==> config.mk <==
export PLATFORM = sky130hd
export DESIGN_NAME = hub_rst_seq
export DESIGN_NICKNAME = d
export VERILOG_FILES = /design/src/rtl/hub_rst_pkg.sv /design/src/rtl/rst_sync2.sv /design/src/rtl/rst_stretch.sv /design/src/rtl/sticky_err.sv /design/src/rtl/hub_rst_seq.sv
export SDC_FILE = /design/constraint.sdc
export NUM_CORES = 1
export LEC_CHECK = 0
export BUFFER_PORTS_ARGS = -buffer_cell sky130_fd_sc_hd__buf_2
export CORE_UTILIZATION = 40
export CTS_BUF_LIST = sky130_fd_sc_hd__clkbuf_8
export CTS_CLUSTER_SIZE = 14
export DETAILED_ROUTE_END_ITERATION = 16
export MAX_ROUTING_LAYER = met4
export PLACE_DENSITY = 0.72
export SLEW_MARGIN = 20
export SYNTH_ARGS = -nofsm -noshare
export SYNTH_HDL_FRONTEND = slang
export SYNTH_HIERARCHICAL = 1
export SYNTH_SLANG_ARGS = --single-unit
==> constraint.sdc <==
create_clock -name clk -period 0.8 [get_ports clk]
set_input_delay 0.12 -clock clk [delete_from_list [all_inputs] [get_ports clk]]
set_output_delay 0.12 -clock clk [all_outputs]
set_load 0.02 [all_outputs]
==> src/rtl/hub_rst_pkg.sv <==
// Package: shared constants and types for the hub reset sequencer.
// Assumes: three reset chains; their order is fixed by the top module.
package hub_rst_pkg;

    // Index of each reset chain in the chain array
    typedef enum logic [1:0] {
        CH_COLD  = 2'd0,   // power-good only
        CH_LOCAL = 2'd1,   // power-good and hot pin
        CH_ALL   = 2'd2    // power-good, hot pin and link message
    } chain_e;

    localparam int N_CHAIN  = 3;
    localparam int SYNC_LEN = 2;

endpackage

==> src/rtl/rst_sync2.sv <==
// Module: reset synchronizer for one chain.
// Asserts (drives ok_o low) at once when clr_n goes low and needs no clock.
// Releases after SYNC_LEN rising edges of clk once clr_n is high.
// Assumes: clr_n may change at any time relative to clk.
module rst_sync2 #(
    parameter int SYNC_LEN = 2
) (
    input  logic clk,
    input  logic clr_n,
    output logic ok_o
);

    logic [SYNC_LEN-1:0] stage_q;

    // Shift a constant 1 through the stages; clear all stages asynchronously
    always_ff @(posedge clk or negedge clr_n) begin
        if (!clr_n) begin
            stage_q <= '0;
        end else begin
            stage_q <= {stage_q[SYNC_LEN-2:0], 1'b1};
        end
    end

    assign ok_o = stage_q[SYNC_LEN-1];

endmodule

==> src/rtl/rst_stretch.sv <==
// Module: reset hold counter.
// Once src_ok goes high, counts core clocks and raises rel_o when the count
// reaches hold_len. Drops rel_o at once when src_ok drops.
// Assumes: src_ok is a synchronized level whose release is clock aligned.
module rst_stretch #(
    parameter int HOLD_W = 8
) (
    input  logic              clk,
    input  logic              src_ok,
    input  logic [HOLD_W-1:0] hold_len,
    output logic              rel_o
);

    logic [HOLD_W-1:0] cnt_q;
    logic              rel_q;

    // Count up to hold_len after release, then release; clear with the source
    always_ff @(posedge clk or negedge src_ok) begin
        if (!src_ok) begin
            cnt_q <= '0;
            rel_q <= 1'b0;
        end else if (!rel_q) begin
            if (cnt_q >= hold_len) begin
                rel_q <= 1'b1;
            end else begin
                cnt_q <= cnt_q + 1'b1;
            end
        end
    end

    assign rel_o = rel_q;

endmodule

==> src/rtl/sticky_err.sv <==
// Module: sticky error status register.
// Bits are set by events and cleared by write-one-to-clear. A set wins over a
// clear in the same cycle. The whole register clears while rst_n is low.
// Assumes: rst_n is the cold reset only, and is low for at least one edge.
module sticky_err #(
    parameter int N_ERR = 4
) (
    input  logic             clk,
    input  logic             rst_n,
    input  logic [N_ERR-1:0] event_i,
    input  logic             clr_we_i,
    input  logic [N_ERR-1:0] clr_i,
    output logic [N_ERR-1:0] status_o
);

    logic [N_ERR-1:0] status_q;
    logic [N_ERR-1:0] clr_mask;

    // Build the clear mask; it applies only on a write
    always_comb begin
        clr_mask = clr_we_i ? clr_i : '0;
    end

    // Hold, clear or set status bits; synchronous cold reset
    always_ff @(posedge clk) begin
        if (!rst_n) begin
            status_q <= '0;
        end else begin
            status_q <= (status_q & ~clr_mask) | event_i;
        end
    end

    assign status_o = status_q;

endmodule

==> src/rtl/hub_rst_seq.sv <==
// Module: hub reset source sequencer (top).
// Builds three reset chains from raw causes. Each chain has an asynchronous
// clear, a synchronized release and a stretch counter:
//   cold  = power-good
//   local = power-good and hot pin   (drives link-down)
//   all   = every cause               (drives hot reset)
// The sticky error register lives in the cold domain only.
// Assumes: link_rst_msg_i is a level from an external message decoder that is
// high between reset entry and reset exit.
module hub_rst_seq #(
    parameter int HOLD_W = 8,
    parameter int N_ERR  = 4
) (
    input  logic              clk,
    input  logic              pwr_good_i,
    input  logic              hot_rst_pin_n_i,
    input  logic              link_rst_msg_i,
    input  logic [HOLD_W-1:0] hold_len_i,
    input  logic [N_ERR-1:0]  err_event_i,
    input  logic              err_clr_we_i,
    input  logic [N_ERR-1:0]  err_clr_i,
    output logic              cold_rst_n_o,
    output logic              hot_rst_n_o,
    output logic              link_down_o,
    output logic [N_ERR-1:0]  sticky_err_o
);
    import hub_rst_pkg::*;

    logic [N_CHAIN-1:0] chain_clr_n;
    logic [N_CHAIN-1:0] chain_ok;
    logic [N_CHAIN-1:0] chain_rel;

    // Combine raw causes into the clear of each chain
    always_comb begin
        chain_clr_n[CH_COLD]  = pwr_good_i;
        chain_clr_n[CH_LOCAL] = pwr_good_i & hot_rst_pin_n_i;
        chain_clr_n[CH_ALL]   = pwr_good_i & hot_rst_pin_n_i & ~link_rst_msg_i;
    end

    // One synchronizer and one stretcher per chain
    for (genvar g = 0; g < N_CHAIN; g++) begin : g_chain
        rst_sync2 #(
            .SYNC_LEN (SYNC_LEN)
        ) u_sync (
            .clk   (clk),
            .clr_n (chain_clr_n[g]),
            .ok_o  (chain_ok[g])
        );

        rst_stretch #(
            .HOLD_W (HOLD_W)
        ) u_hold (
            .clk      (clk),
            .src_ok   (chain_ok[g]),
            .hold_len (hold_len_i),
            .rel_o    (chain_rel[g])
        );
    end

    assign cold_rst_n_o = chain_rel[CH_COLD];
    assign hot_rst_n_o  = chain_rel[CH_ALL];
    assign link_down_o  = ~chain_rel[CH_LOCAL];

    sticky_err #(
        .N_ERR (N_ERR)
    ) u_sticky (
        .clk      (clk),
        .rst_n    (cold_rst_n_o),
        .event_i  (err_event_i),
        .clr_we_i (err_clr_we_i),
        .clr_i    (err_clr_i),
        .status_o (sticky_err_o)
    );

endmodule

==> qor.csv <==
metric,value,unit
status,"finished, violations left",
failing checks,setup timing,
Max Clk Rate,568.5,MHz
Final Net Count,351,
Int Pwr,0.003128,W
ratio of final minimum period to clock period,219.9,%
Setup crit start kind,flip-flop,
Avg Vias per Cell,5.003,
layout cell share with drive strength beyond 1,57.24,%
NetSw,0.001211,W
GR Overflow Total,0,
"area leader, netlist",dfrtp_1,
clock slew seen by the registers of the worst setup and hold paths,0.07,ns
Reg power frac,46.2,%
Port-buffer cells,27,
peak supply drop,0.9809,mV
n_diodes,0,
Hold EP,u_sticky/status_o[0]$_SDFF_PN0_,
CTS buffer count,5,
Routed Wire Length,5712,um
Post-synth EDFFs,0,
worst flop-to-flop path startpoint,g_chain[0].u_hold/cnt_q[7]$_DFFE_PN0P_,
Post-Syn Area,2253,um^2
clk sinks,37,
area growth from synthesis to layout,60.36,%
area share of the largest cell type after synthesis,36.65,%
drt drc,0,
hold path startpoint,err_clr_i[0],
synth top area cells,"dfrtp_1 37%, ha_1 15%, xor2_1 7.0%, inv_1 5.8%, a211oi_1 5.0%",
routed length per instance,15.27,um
Hold Fails Final Rpt,0,
P_leak,1.445,nW
ys flop type,dfrtp_1,
Worst Skew,0.003905,ns
Total Die Area,5937,um^2
crit path kind,flip-flop to flip-flop,
combinational power share,23.7,%
Cell variety after synth,25,
Sw Share,27.90,%
overall power,0.004339,W
initial antenna violation count,0,
clock share of power,30.1,%
# H-tree levels,2,
drt initial violations,59,
Crit. End Element,flip-flop,
"Seq/Total Area, Yosys",40.20,%
clk_lat worst skew,0.28,ns
Filler Cell Count,393,
count of final max-slew check failures,0,
max cap viols,0,
Reg2Reg Depth,6,
"commonest non-fill, non-tap cell in the layout",buf_4,
chip width,77.06,um
RSZ-0062 raised after global routing,yes,
Initial Util,42.76,%
Crit Reg-Reg Endpoint,g_chain[0].u_hold/cnt_q[5]$_DFFE_PN0P_,
Final GP Congestion,0.8113,
# IOs,28,
post-synthesis area per instance,10.68,um^2
Yosys warnings,6,
vias in the first global route,1907,
total global-route track usage,19.55,%
# rows,26,
drt first pass iters,4,
CP arrival,1.95,ns
worst hold path class,input pin to flip-flop,
Yosys reg bits,37,
Power Density,1201,nW/um^2
# setup viols final,37,
Core Footprint,5270,um^2
crit-path max FO,6,
deepest clock path buffer count,2,
fin crit period,1.759,ns
async set-reset flop share out of synthesis,89.19,%
CTS Root Cell,clkbuf_8,
final setup margin,-0.9590,ns
via count,1871,
Syn Inst Count,211,
TritonCTS clock tree,done,
die height,77.06,um
Mapped Nets,259,
most frequent cells in the layout,"41 x buf_4, 34 x inv_1, 33 x dfrtp_1",
Worst EP required,0.99,ns
largest net degree at the start of global routing,12,
dpl hpwl,3458,um
"setup slack, reg-to-reg",-0.96,ns
first-pass GRT wire length,8735,um
WHS Path Cells,2,
Final ANT Viol Nets,0,
post-place setup slack,-0.8636,ns
==> layout make-up <==
cell class                      count  area [um^2]  area share, %
Clock buffer                        6        82.58          2.285
Clock inverter                      2        7.507         0.2078
Inverter                           35        131.4          3.636
Multi-Input combinational cell    139         1710          47.33
Sequential cell                    37        910.9          25.21
Tap cell                           70        87.58          2.424
Timing Repair Buffer               85        683.2          18.91
==> registers in the layout (all words and copies together), names as in the netlist <==
register / cells
g_chain.u_hold/cnt_q: 24
g_chain.u_hold/rel_o: 3
g_chain.u_sync/stage_q: 6
u_sticky/status_o: 4
==> per-layer routing <==
layer	track usage [%]	vias to the layer above	share of wire (%)
li1	-	908	-
met1	23.22	902	43
met2	33.30	47	51
met3	3.810	14	3.7
met4	6.226	0	2.0
met5	-	-	0
==> power groups by stage <==
stage	combinational (W)	sequential, W	clock (W)
2_1_floorplan	0.000355	0.00207	0
3_3_place_gp	0.000657	0.00202	0
3_5_place_dp	0.000674	0.00203	0
4_1_cts	0.000874	0.00200	0.00134
5_1_grt	0.00112	0.00202	0.00142
6_report	0.00103	0.00201	0.00131
==> synth_stat cells, types with 4 or more instances <==
cell      count
dfrtp_1      33
nand3_1       9
xor2_1       18
dfxtp_1       4
o21ai_1       4
o21ai_2       6
a211oi_2      6
nand2_1      15
ha_1         27
inv_1        35
a211oi_1     15
a31oi_1       4
==> stage by stage <==
stage / hold WS, ns / cells / util, % / instance area, um^2 / setup TNS [ns]
3_5_place_dp: -0.07937 / 341 / 53.11 / 2799 / -21.43
4_1_cts: 0.008687 / 363 / 63.22 / 3332 / -22.28
5_1_grt: 0.005300 / 374 / 68.57 / 3613 / -25.87
6_report: 0.01103 / 374 / 68.57 / 3613 / -23.63
2_1_floorplan: -0.1756 / 211 / - / 2328 / -18.82
3_3_place_gp: -0.08206 / 341 / 53.11 / 2799 / -20.37
==> cells by family after synthesis <==
group	count (synthesis)	share of synthesized area, %
muxes	3	1.499
other	3	0.4997
AOI/OAI and AO/OA	44	18.16
DFF	37	40.20
buffers and inverters	35	5.830
and+or+nand+nor	41	10.66
adders and majority gates	27	14.99
xor gates and xnor gates	21	8.162
==> repair_timing <==
action / 4_1_cts / 5_1_grt
hold buffers: 3 / 0
endpoints found under the hold margin: 6 / 0
endpoints found under the setup margin: 34 / 38
pin swaps: 42 / 25
resized for setup: 73 / 37
cloned: 0 / 0
setup buffers: 11 / 13
==> worst max path at each step <==
stage | endpoint | slack (ns) | startpoint | cells past startpoint
after floorplan | g_chain[0].u_hold/cnt_q[1]$_DFFE_PN0P_ | -0.85 | g_chain[0].u_hold/cnt_q[2]$_DFFE_PN0P_ | 5
after global placement | g_chain[1].u_hold/cnt_q[1]$_DFFE_PN0P_ | -0.85 | g_chain[1].u_hold/cnt_q[3]$_DFFE_PN0P_ | 5
after detailed placement | g_chain[1].u_hold/cnt_q[1]$_DFFE_PN0P_ | -0.86 | g_chain[1].u_hold/cnt_q[2]$_DFFE_PN0P_ | 5
after CTS | g_chain[1].u_hold/cnt_q[1]$_DFFE_PN0P_ | -0.88 | g_chain[1].u_hold/cnt_q[2]$_DFFE_PN0P_ | 5
after global routing | g_chain[0].u_hold/cnt_q[5]$_DFFE_PN0P_ | -1.02 | g_chain[0].u_hold/cnt_q[7]$_DFFE_PN0P_ | 6
final | g_chain[0].u_hold/cnt_q[5]$_DFFE_PN0P_ | -0.96 | g_chain[0].u_hold/cnt_q[7]$_DFFE_PN0P_ | 6
==> worst max-delay path: stages (launching register included) <==
cell	delay, ns
dfrtp_1	0.41
ha_4	0.27
a211oi_4	0.25
o21ai_4	0.15
buf_12	0.16
a2111oi_4	0.21
xor2_1	0.22
Note: power is estimated with default switching activity, not from simulation.
